$ cat src/rtl/mbs_pkg.sv
package mbs_pkg;

  typedef enum logic [1:0] {
    PH_IDLE = 2'd0,
    PH_SEND = 2'd1,
    PH_PACE = 2'd2,
    PH_DONE = 2'd3
  } mbs_phase_e;

  localparam int unsigned NUM_CFG   = 26;
  localparam int unsigned NUM_SIDES = 4;
  localparam int unsigned IDX_W     = 5;
  localparam int unsigned SIDE_N    = 3;
  localparam int unsigned SIDE_W    = 2;
  localparam int unsigned SIDE_S    = 1;
  localparam int unsigned SIDE_E    = 0;

  // side bit (3..0) that is active in loopback configurations 10..25
  function automatic int unsigned active_side(input logic [IDX_W-1:0] idx);
    int unsigned k;
    k = ((int'(idx) - 10) / 2) % 4;
    return 3 - k;
  endfunction

  // per-side complement flags, bit s set means side s carries ~x
  function automatic logic [3:0] cfg_invert(input logic [IDX_W-1:0] idx);
    logic [3:0] act;
    if (idx < 5'd2) begin
      return idx[0] ? 4'b1010 : 4'b0101;
    end else if (idx < 5'd10) begin
      return idx[0] ? 4'b1100 : 4'b0011;
    end
    act = 4'b0001 << active_side(idx);
    if (idx < 5'd18) return idx[0] ? 4'b1111 : ~act;
    return idx[0] ? act : 4'b0000;
  endfunction

  // {force_b, force_a}
  function automatic logic [1:0] cfg_yx(input logic [IDX_W-1:0] idx);
    int unsigned grp;
    if (idx < 5'd2 || idx > 5'd9) return 2'b00;
    grp = (int'(idx) - 2) / 2;
    return (grp % 2 == 1) ? 2'b10 : 2'b01;
  endfunction

endpackage

$ cat src/rtl/mbs_pacer.sv
module mbs_pacer #(
  parameter int unsigned LIMIT = 5
) (
  input  logic clk,
  input  logic rst_n,
  input  logic kick,
  input  logic run,
  output logic expire
);
  localparam int unsigned CW = $clog2(LIMIT + 1);

  logic [CW-1:0] cnt_q;

  always_ff @(posedge clk) begin
    if (!rst_n) begin
      cnt_q <= '0;
    end else if (kick) begin
      cnt_q <= '0;
    end else if (run && !expire) begin
      cnt_q <= cnt_q + CW'(1);
    end
  end

  assign expire = run && (cnt_q == CW'(LIMIT - 1));


  pace_bound_chk: assert property (@(posedge clk) disable iff (!rst_n)
    run |-> (cnt_q < CW'(LIMIT)));

endmodule

$ cat src/rtl/mbs_side_lane.sv
module mbs_side_lane #(
  parameter int unsigned DATA_W = 16,
  parameter int unsigned ADDR_W = 4
) (
  input  logic                  clk,
  input  logic                  rst_n,
  input  logic                  load,
  input  logic                  clear,
  input  logic [DATA_W-1:0]     data_in,
  input  logic [2*ADDR_W-1:0]   addr_in,
  input  logic                  ready,
  output logic                  valid,
  output logic [DATA_W-1:0]     data_out,
  output logic [2*ADDR_W-1:0]   addr_out,
  output logic                  fin
);
  logic                pend_q;
  logic [DATA_W-1:0]   data_q;
  logic [2*ADDR_W-1:0] addr_q;
  logic                hs_evt;

  assign hs_evt = pend_q && ready;

  always_ff @(posedge clk) begin
    if (!rst_n) begin
      pend_q <= 1'b0;
      data_q <= '0;
      addr_q <= '0;
    end else if (clear) begin
      pend_q <= 1'b0;
      data_q <= '0;
      addr_q <= '0;
    end else if (load) begin
      pend_q <= 1'b1;
      data_q <= data_in;
      addr_q <= addr_in;
    end else if (hs_evt) begin
      pend_q <= 1'b0;
    end
  end

  assign valid    = pend_q;
  assign data_out = data_q;
  assign addr_out = addr_q;
  assign fin      = !pend_q || hs_evt;


  hold_until_ready_chk: assert property (@(posedge clk) disable iff (!rst_n)
    (valid && !ready && !clear) |=> (valid && $stable(data_out) && $stable(addr_out)));


  drop_after_hs_chk: assert property (@(posedge clk) disable iff (!rst_n)
    (hs_evt && !load) |=> !valid);

endmodule

$ cat src/rtl/mbs_cfg_decode.sv
module mbs_cfg_decode
  import mbs_pkg::*;
#(
  parameter int unsigned DATA_W = 16,
  parameter int unsigned ADDR_W = 4,
  parameter int unsigned MESH_N = 4
) (
  input  logic [IDX_W-1:0]          idx,
  input  logic [DATA_W-1:0]         seed,
  output logic [4*DATA_W-1:0]       data_all,
  output logic [8*ADDR_W-1:0]       addr_all,
  output logic [1:0]                yx
);
  localparam int NN = int'(MESH_N);

  function automatic logic [2*ADDR_W-1:0] pack_xy(input int x, input int y);
    logic [ADDR_W-1:0] xs;
    logic [ADDR_W-1:0] ys;
    xs = ADDR_W'(x);
    ys = ADDR_W'(y);
    return {xs, ys};
  endfunction

  function automatic logic [2*ADDR_W-1:0] side_coord(input logic [IDX_W-1:0] i,
                                                     input int unsigned side);
    int x;
    int y;
    case (side)
      SIDE_N:  begin x = 0;   y = -NN; end
      SIDE_W:  begin x = NN;  y = 0;   end
      SIDE_S:  begin x = 0;   y = NN;  end
      default: begin x = -NN; y = 0;   end
    endcase
    if (i >= 5'd2 && i <= 5'd5) begin
      if (side >= SIDE_W) begin x = NN;  y = -NN; end
      else                begin x = -NN; y = NN;  end
    end else if (i >= 5'd6 && i <= 5'd9) begin
      if (side == SIDE_N || side == SIDE_E) begin x = -NN; y = -NN; end
      else                                  begin x = NN;  y = NN;  end
    end else if (i >= 5'd10 && side == active_side(i)) begin
      if (side == SIDE_N || side == SIDE_S) begin x = 0; y = -1; end
      else                                  begin x = 1; y = 0;  end
    end
    return pack_xy(x, y);
  endfunction

  logic [3:0] inv_vec;
  assign inv_vec = cfg_invert(idx);
  assign yx      = cfg_yx(idx);

  for (genvar s = 0; s < NUM_SIDES; s++) begin : g_side
    assign data_all[s*DATA_W +: DATA_W]     = inv_vec[s] ? ~seed : seed;
    assign addr_all[s*2*ADDR_W +: 2*ADDR_W] = side_coord(idx, s);
  end

endmodule

$ cat src/rtl/mesh_bist_seq.sv
module mesh_bist_seq
  import mbs_pkg::*;
#(
  parameter int unsigned DATA_W = 16,
  parameter int unsigned MESH_N = 4,
  parameter int unsigned ADDR_W = $clog2(MESH_N + 1) + 1,
  parameter bit          IN_BUF = 1'b0
) (
  input  logic                  clk,
  input  logic                  rst_n,
  input  logic                  start,
  input  logic [DATA_W-1:0]     seed_x,
  input  logic [3:0]            side_ready,
  output logic [3:0]            side_valid,
  output logic [4*DATA_W-1:0]   side_data,
  output logic [8*ADDR_W-1:0]   side_addr,
  output logic                  yx_force_a,
  output logic                  yx_force_b,
  output logic [4:0]            cfg_idx,
  output logic                  done
);
  localparam int unsigned PACE_CYC = IN_BUF ? (2 * MESH_N + 1) : (MESH_N + 1);
  localparam logic [IDX_W-1:0] LAST_IDX = IDX_W'(NUM_CFG - 1);

  mbs_phase_e       phase_q;
  logic [IDX_W-1:0] idx_q;
  logic [1:0]       yx_q;
  logic             done_q;

  logic             start_evt;
  logic             send_done_evt;
  logic             adv_evt;
  logic             finish_evt;
  logic             launch_evt;
  logic             pace_exp;
  logic             all_fin;
  logic [IDX_W-1:0] idx_launch;
  logic [3:0]       lane_fin;
  logic [4*DATA_W-1:0] dec_data;
  logic [8*ADDR_W-1:0] dec_addr;
  logic [1:0]          dec_yx;

  assign start_evt     = start && (phase_q == PH_IDLE || phase_q == PH_DONE);
  assign all_fin       = &lane_fin;
  assign send_done_evt = (phase_q == PH_SEND) && all_fin;
  assign adv_evt       = (phase_q == PH_PACE) && pace_exp && (idx_q != LAST_IDX);
  assign finish_evt    = (phase_q == PH_PACE) && pace_exp && (idx_q == LAST_IDX);
  assign launch_evt    = start_evt || adv_evt;
  assign idx_launch    = start_evt ? '0 : idx_q + IDX_W'(1);

  mbs_cfg_decode #(
    .DATA_W (DATA_W),
    .ADDR_W (ADDR_W),
    .MESH_N (MESH_N)
  ) u_decode (
    .idx      (idx_launch),
    .seed     (seed_x),
    .data_all (dec_data),
    .addr_all (dec_addr),
    .yx       (dec_yx)
  );

  mbs_pacer #(
    .LIMIT (PACE_CYC)
  ) u_pacer (
    .clk    (clk),
    .rst_n  (rst_n),
    .kick   (send_done_evt),
    .run    (phase_q == PH_PACE),
    .expire (pace_exp)
  );

  for (genvar s = 0; s < NUM_SIDES; s++) begin : g_lane
    mbs_side_lane #(
      .DATA_W (DATA_W),
      .ADDR_W (ADDR_W)
    ) u_lane (
      .clk      (clk),
      .rst_n    (rst_n),
      .load     (launch_evt),
      .clear    (finish_evt),
      .data_in  (dec_data[s*DATA_W +: DATA_W]),
      .addr_in  (dec_addr[s*2*ADDR_W +: 2*ADDR_W]),
      .ready    (side_ready[s]),
      .valid    (side_valid[s]),
      .data_out (side_data[s*DATA_W +: DATA_W]),
      .addr_out (side_addr[s*2*ADDR_W +: 2*ADDR_W]),
      .fin      (lane_fin[s])
    );
  end

  always_ff @(posedge clk) begin
    if (!rst_n) begin
      phase_q <= PH_IDLE;
      idx_q   <= '0;
      yx_q    <= 2'b00;
      done_q  <= 1'b0;
    end else begin
      if (launch_evt) begin
        phase_q <= PH_SEND;
        idx_q   <= idx_launch;
        yx_q    <= dec_yx;
        done_q  <= 1'b0;
      end else if (send_done_evt) begin
        phase_q <= PH_PACE;
      end else if (finish_evt) begin
        phase_q <= PH_DONE;
        idx_q   <= '0;
        yx_q    <= 2'b00;
        done_q  <= 1'b1;
      end
    end
  end

  assign yx_force_a = yx_q[0];
  assign yx_force_b = yx_q[1];
  assign cfg_idx    = idx_q;
  assign done       = done_q;


  cfg_step_chk: assert property (@(posedge clk) disable iff (!rst_n)
    adv_evt |=> (idx_q == $past(idx_q) + IDX_W'(1)));


  start_zero_chk: assert property (@(posedge clk) disable iff (!rst_n)
    start_evt |=> (idx_q == '0 && side_valid == 4'b1111));


  yx_excl_chk: assert property (@(posedge clk) disable iff (!rst_n)
    $onehot0({yx_force_a, yx_force_b}));


  no_early_launch_chk: assert property (@(posedge clk) disable iff (!rst_n)
    send_done_evt |=> (side_valid == 4'b0000));


  done_quiet_chk: assert property (@(posedge clk) disable iff (!rst_n)
    done |-> (side_valid == 4'b0000 && !yx_force_a && !yx_force_b));


  busy_ignore_start_chk: assert property (@(posedge clk) disable iff (!rst_n)
    (start && phase_q == PH_PACE && !pace_exp) |=> (idx_q == $past(idx_q)));

endmodule

$ cat config.mk
export PLATFORM = sky130hd
export DESIGN_NAME = mesh_bist_seq
export DESIGN_NICKNAME = d
export VERILOG_FILES = /design/src/rtl/mbs_pkg.sv /design/src/rtl/mbs_pacer.sv /design/src/rtl/mbs_side_lane.sv /design/src/rtl/mbs_cfg_decode.sv /design/src/rtl/mesh_bist_seq.sv
export SDC_FILE = /design/constraint.sdc
export NUM_CORES = 1
export LEC_CHECK = 0
export BUFFER_PORTS_ARGS = -buffer_cell sky130_fd_sc_hd__buf_2
export CORE_MARGIN = 3
export CORE_UTILIZATION = 29
export CTS_CLUSTER_DIAMETER = 200
export CTS_CLUSTER_SIZE = 20
export DETAILED_ROUTE_END_ITERATION = 8
export PLACE_DENSITY = 0.59
export REMOVE_ABC_BUFFERS = 1
export SYNTH_ARGS = -nofsm -noshare
export SYNTH_HDL_FRONTEND = slang
export SYNTH_SLANG_ARGS = --single-unit
$ cat constraint.sdc
create_clock -name clk -period 3.8 [get_ports clk]
set_clock_uncertainty 0.15 [all_clocks]
set_input_delay 0.38 -clock clk [delete_from_list [all_inputs] [get_ports clk]]
set_output_delay 0.38 -clock clk [all_outputs]
set_load 0.05 [all_outputs]
==> metrics.txt <==
Pwr Total 3.27 mW; max frequency between 0.2 and 0.3 GHz; Worst-Skew Late Latency roughly 0.35 ns; Final min period between 3 and 4 ns; Post-synth EDFFs 0; clock slew seen by the registers of the worst setup and hold paths 0.07 ns; largest net degree at the start of global routing 49; total iterations of the first detailed-routing run 4; dpl cells 743; post-layout util between 30% and 40%; min setup slack post-route around 0.18 ns; initial antenna violation count 1; Clock Sinks a little over 90; Synth Warn # 0; worst-margin pin slew approximately 1.1 ns; CTS tree done; Synth area leader dfxtp_1; Filler cells about 1500; dpl cell area approximately 5200 µm²; IO Count around 130; CP Capture Point g_lane[2].u_lane.data_out[7]$_SDFFE_PP0P_; Slew Limit Fails 0; Die Span Y around 130 µm; CP Data Required Time between 3 and 4 ns; Cells after Synth ~460; Leak roughly 2.5 nW; Setup violations, final 0; worst min path class in -> reg; number of diodes 0; P&R area growth vs syn 25.2%; worst reg2reg path depth 16; most frequent cells after synthesis dfxtp_1 (91), xnor2_1 (53), nor2_1 (51); GRT overflow 0; drt initial violations between 150 and 200; final hold violations 0; DIE WIDTH ~130 µm; worst path arrival time around 3.7 ns; syn_area_per_cell 9.65 µm²; r2r setup slk about 0.18 ns; routed wire length 12.0 mm; Worst setup startpoint cfg_idx[1]$_SDFFE_PN0P_; Netlist cell types 50; most area-consuming cells after synthesis dfxtp_1 (41%), xnor2_1 (10%), a22o_1 (9.6%); vias per inst 4.90; initial core utilization 30.2%; Final Non-Filler Cells about 760; IO Port Bufs 119; crit path capture type register; WL/cell 15.8 µm; global-route wire length before repair approximately 18 mm; Remaining DRCs 0; Max-Cap Viols 0; share of post-route cells with drive strength above 1 32.0%; top-count cell post-synth dfxtp_1; Mapped Area ~4500 µm²; Slew Limit Headroom approximately a quarter; Root Driver clkbuf_16; DR vias between 3000 and 4000; VDD IR max 0.248 mV; die area about 17000 µm²; remaining antenna violation count 0; DP Wirelength 8.54 mm; dominant synthesized flop cell dfxtp_1; Reg2Reg Capture Point g_lane[2].u_lane.data_out[7]$_SDFFE_PP0P_; final period utilization a little over nine tenths; share of synthesized registers carrying an async set or reset 0%; Synth Register Bits roughly 90; gr usage total approximately 14%; status finished, final reports clean; pwr dens a little under 600 nW/µm²; Startpoint Class register; CORE AREA around 15000 µm²; Longest Clk Path Bufs 2; Inserted Clock Buffers 9; gp weighted congestion 0.860; Rows 44; Synth top area share 40.7%; Place WS -0.00890 ns; worst r2r src cfg_idx[1]$_SDFFE_PN0P_; post-layout instance area approximately 5600 µm²; crit-path max FO 8; CTS H-Tree Depth 3; vias in the first global route roughly 3400; hold path cells 4; post-synthesis sequential area ratio 40.7%; NumNets Final between 600 and 700; critical setup path kind reg -> reg
cells by family after synthesis:
logic type / Yosys count / share of synthesized area [%]
buf+inv: 62 / 8.11
flops: 91 / 40.7
mux: 2 / 0.559
fa+ha+maj: 12 / 3.35
simple gates: 105 / 11.3
other cells: 1 / 0.0838
compound gates: 119 / 21.4
xor+xnor: 72 / 14.5
worst min path at each step:
stage                                       start                                  end  slack (ns)
floorplan           u_pacer.cnt_q[2]$_SDFFE_PP0P_        u_pacer.cnt_q[2]$_SDFFE_PP0P_        0.35
global route                        side_ready[3]  g_lane[3].u_lane.valid$_SDFFE_PP0P_        0.19
global placement             yx_q[1]$_SDFFE_PN0P_                 yx_q[1]$_SDFFE_PN0P_        0.30
finish                              side_ready[0]  g_lane[0].u_lane.valid$_SDFFE_PP0P_        0.16
CTS                                 side_ready[0]  g_lane[0].u_lane.valid$_SDFFE_PP0P_        0.15
detailed placement              done$_SDFFE_PP0P_                    done$_SDFFE_PP0P_        0.31
registers in the layout (all words and copies together), names as in the netlist:
name,flops
g_lane.u_lane.addr_out,10
u_pacer.cnt_q,3
cfg_idx,5
done,1
phase_q,2
g_lane.u_lane.data_out,64
g_lane.u_lane.valid,4
yx_q,2
critical path, cell delays in order, from the launching register on:
cell and delay [ns]:
dfxtp_1 0.43, ha_1 0.25, xnor2_2 0.15, nor2_2 0.07, inv_2 0.09, ha_2 0.19
inv_2 0.06, a211oi_2 0.20, ha_2 0.22, nor2b_2 0.17, a31oi_1 0.12, o311ai_2 0.32
nand4_1 0.20, a221oi_4 0.41, clkbuf_16 0.24, xnor2_1 0.06, a22o_1 0.19
what timing repair did:
item	CTS	global route
pin swaps	0	5
resized for setup	1	14
buffers inserted	0	2
hold buffers	0	0
gates cloned	0	1
setup endpoints to repair	2	32
cells in the final DEF, fill, tap and decap left out, drive strengths merged, types with 2 or more instances in the layout:
cell type and n:
xor2 18, conb 11, a211oi 19, nand3 5, a22oi 7, dfxtp 91
nor2 51, a21oi 18, clkbuf 12, nand4 3, and3 2, nor2b 9
xnor2 54, a221oi 2, a21boi 4, clkinv 3, a31oi 5, nand2 17
o21ai 3, a21o 2, ha 12, nor3 5, a22o 49, and2 4
buf 140, inv 9, nand2b 3, o211ai 4
report_power, final:
| part | leakage, nW | total [mW] | switching [mW] | internal (mW) |
|---|---|---|---|---|
| sequential | 0.748 | 1.13 | 0.0630 | 1.07 |
| clock | 0.140 | 0.897 | 0.383 | 0.514 |
| combinational | 1.57 | 1.24 | 0.848 | 0.395 |
| total | 2.46 | 3.27 | 1.29 | 1.98 |
cell type report:
class                      instances  area [µm²]  area share, %
clock buffer                      11         233           4.15
clock inverter                     5        63.8           1.14
inverter                           9        33.8          0.603
multi-input combinational        321        2400           42.9
sequential                        91        1820           32.5
tap                              184         230           4.11
timing repair buffer             141         816           14.6
routing by layer:
metal | global-route usage [%] | share of wire (%) | vias to the layer above
li1 | - | - | 1818
met3 | 4.38 | 7.3 | 18
met1 | 18.0 | 47 | 1748
met5 | 0 | 0.51 | -
met2 | 21.6 | 44 | 144
met4 | 3.73 | 1.3 | 4
per-stage QoR:
stage                     hold WS, ns  setup TNS (ns)
after global placement          0.304               0
after global routing            0.188         -0.0335
after floorplan                 0.350          -23.89
after detailed placement        0.308        -0.00890
final                           0.157               0
after CTS                       0.149               0
Note: power is estimated with default switching activity, not from simulation.
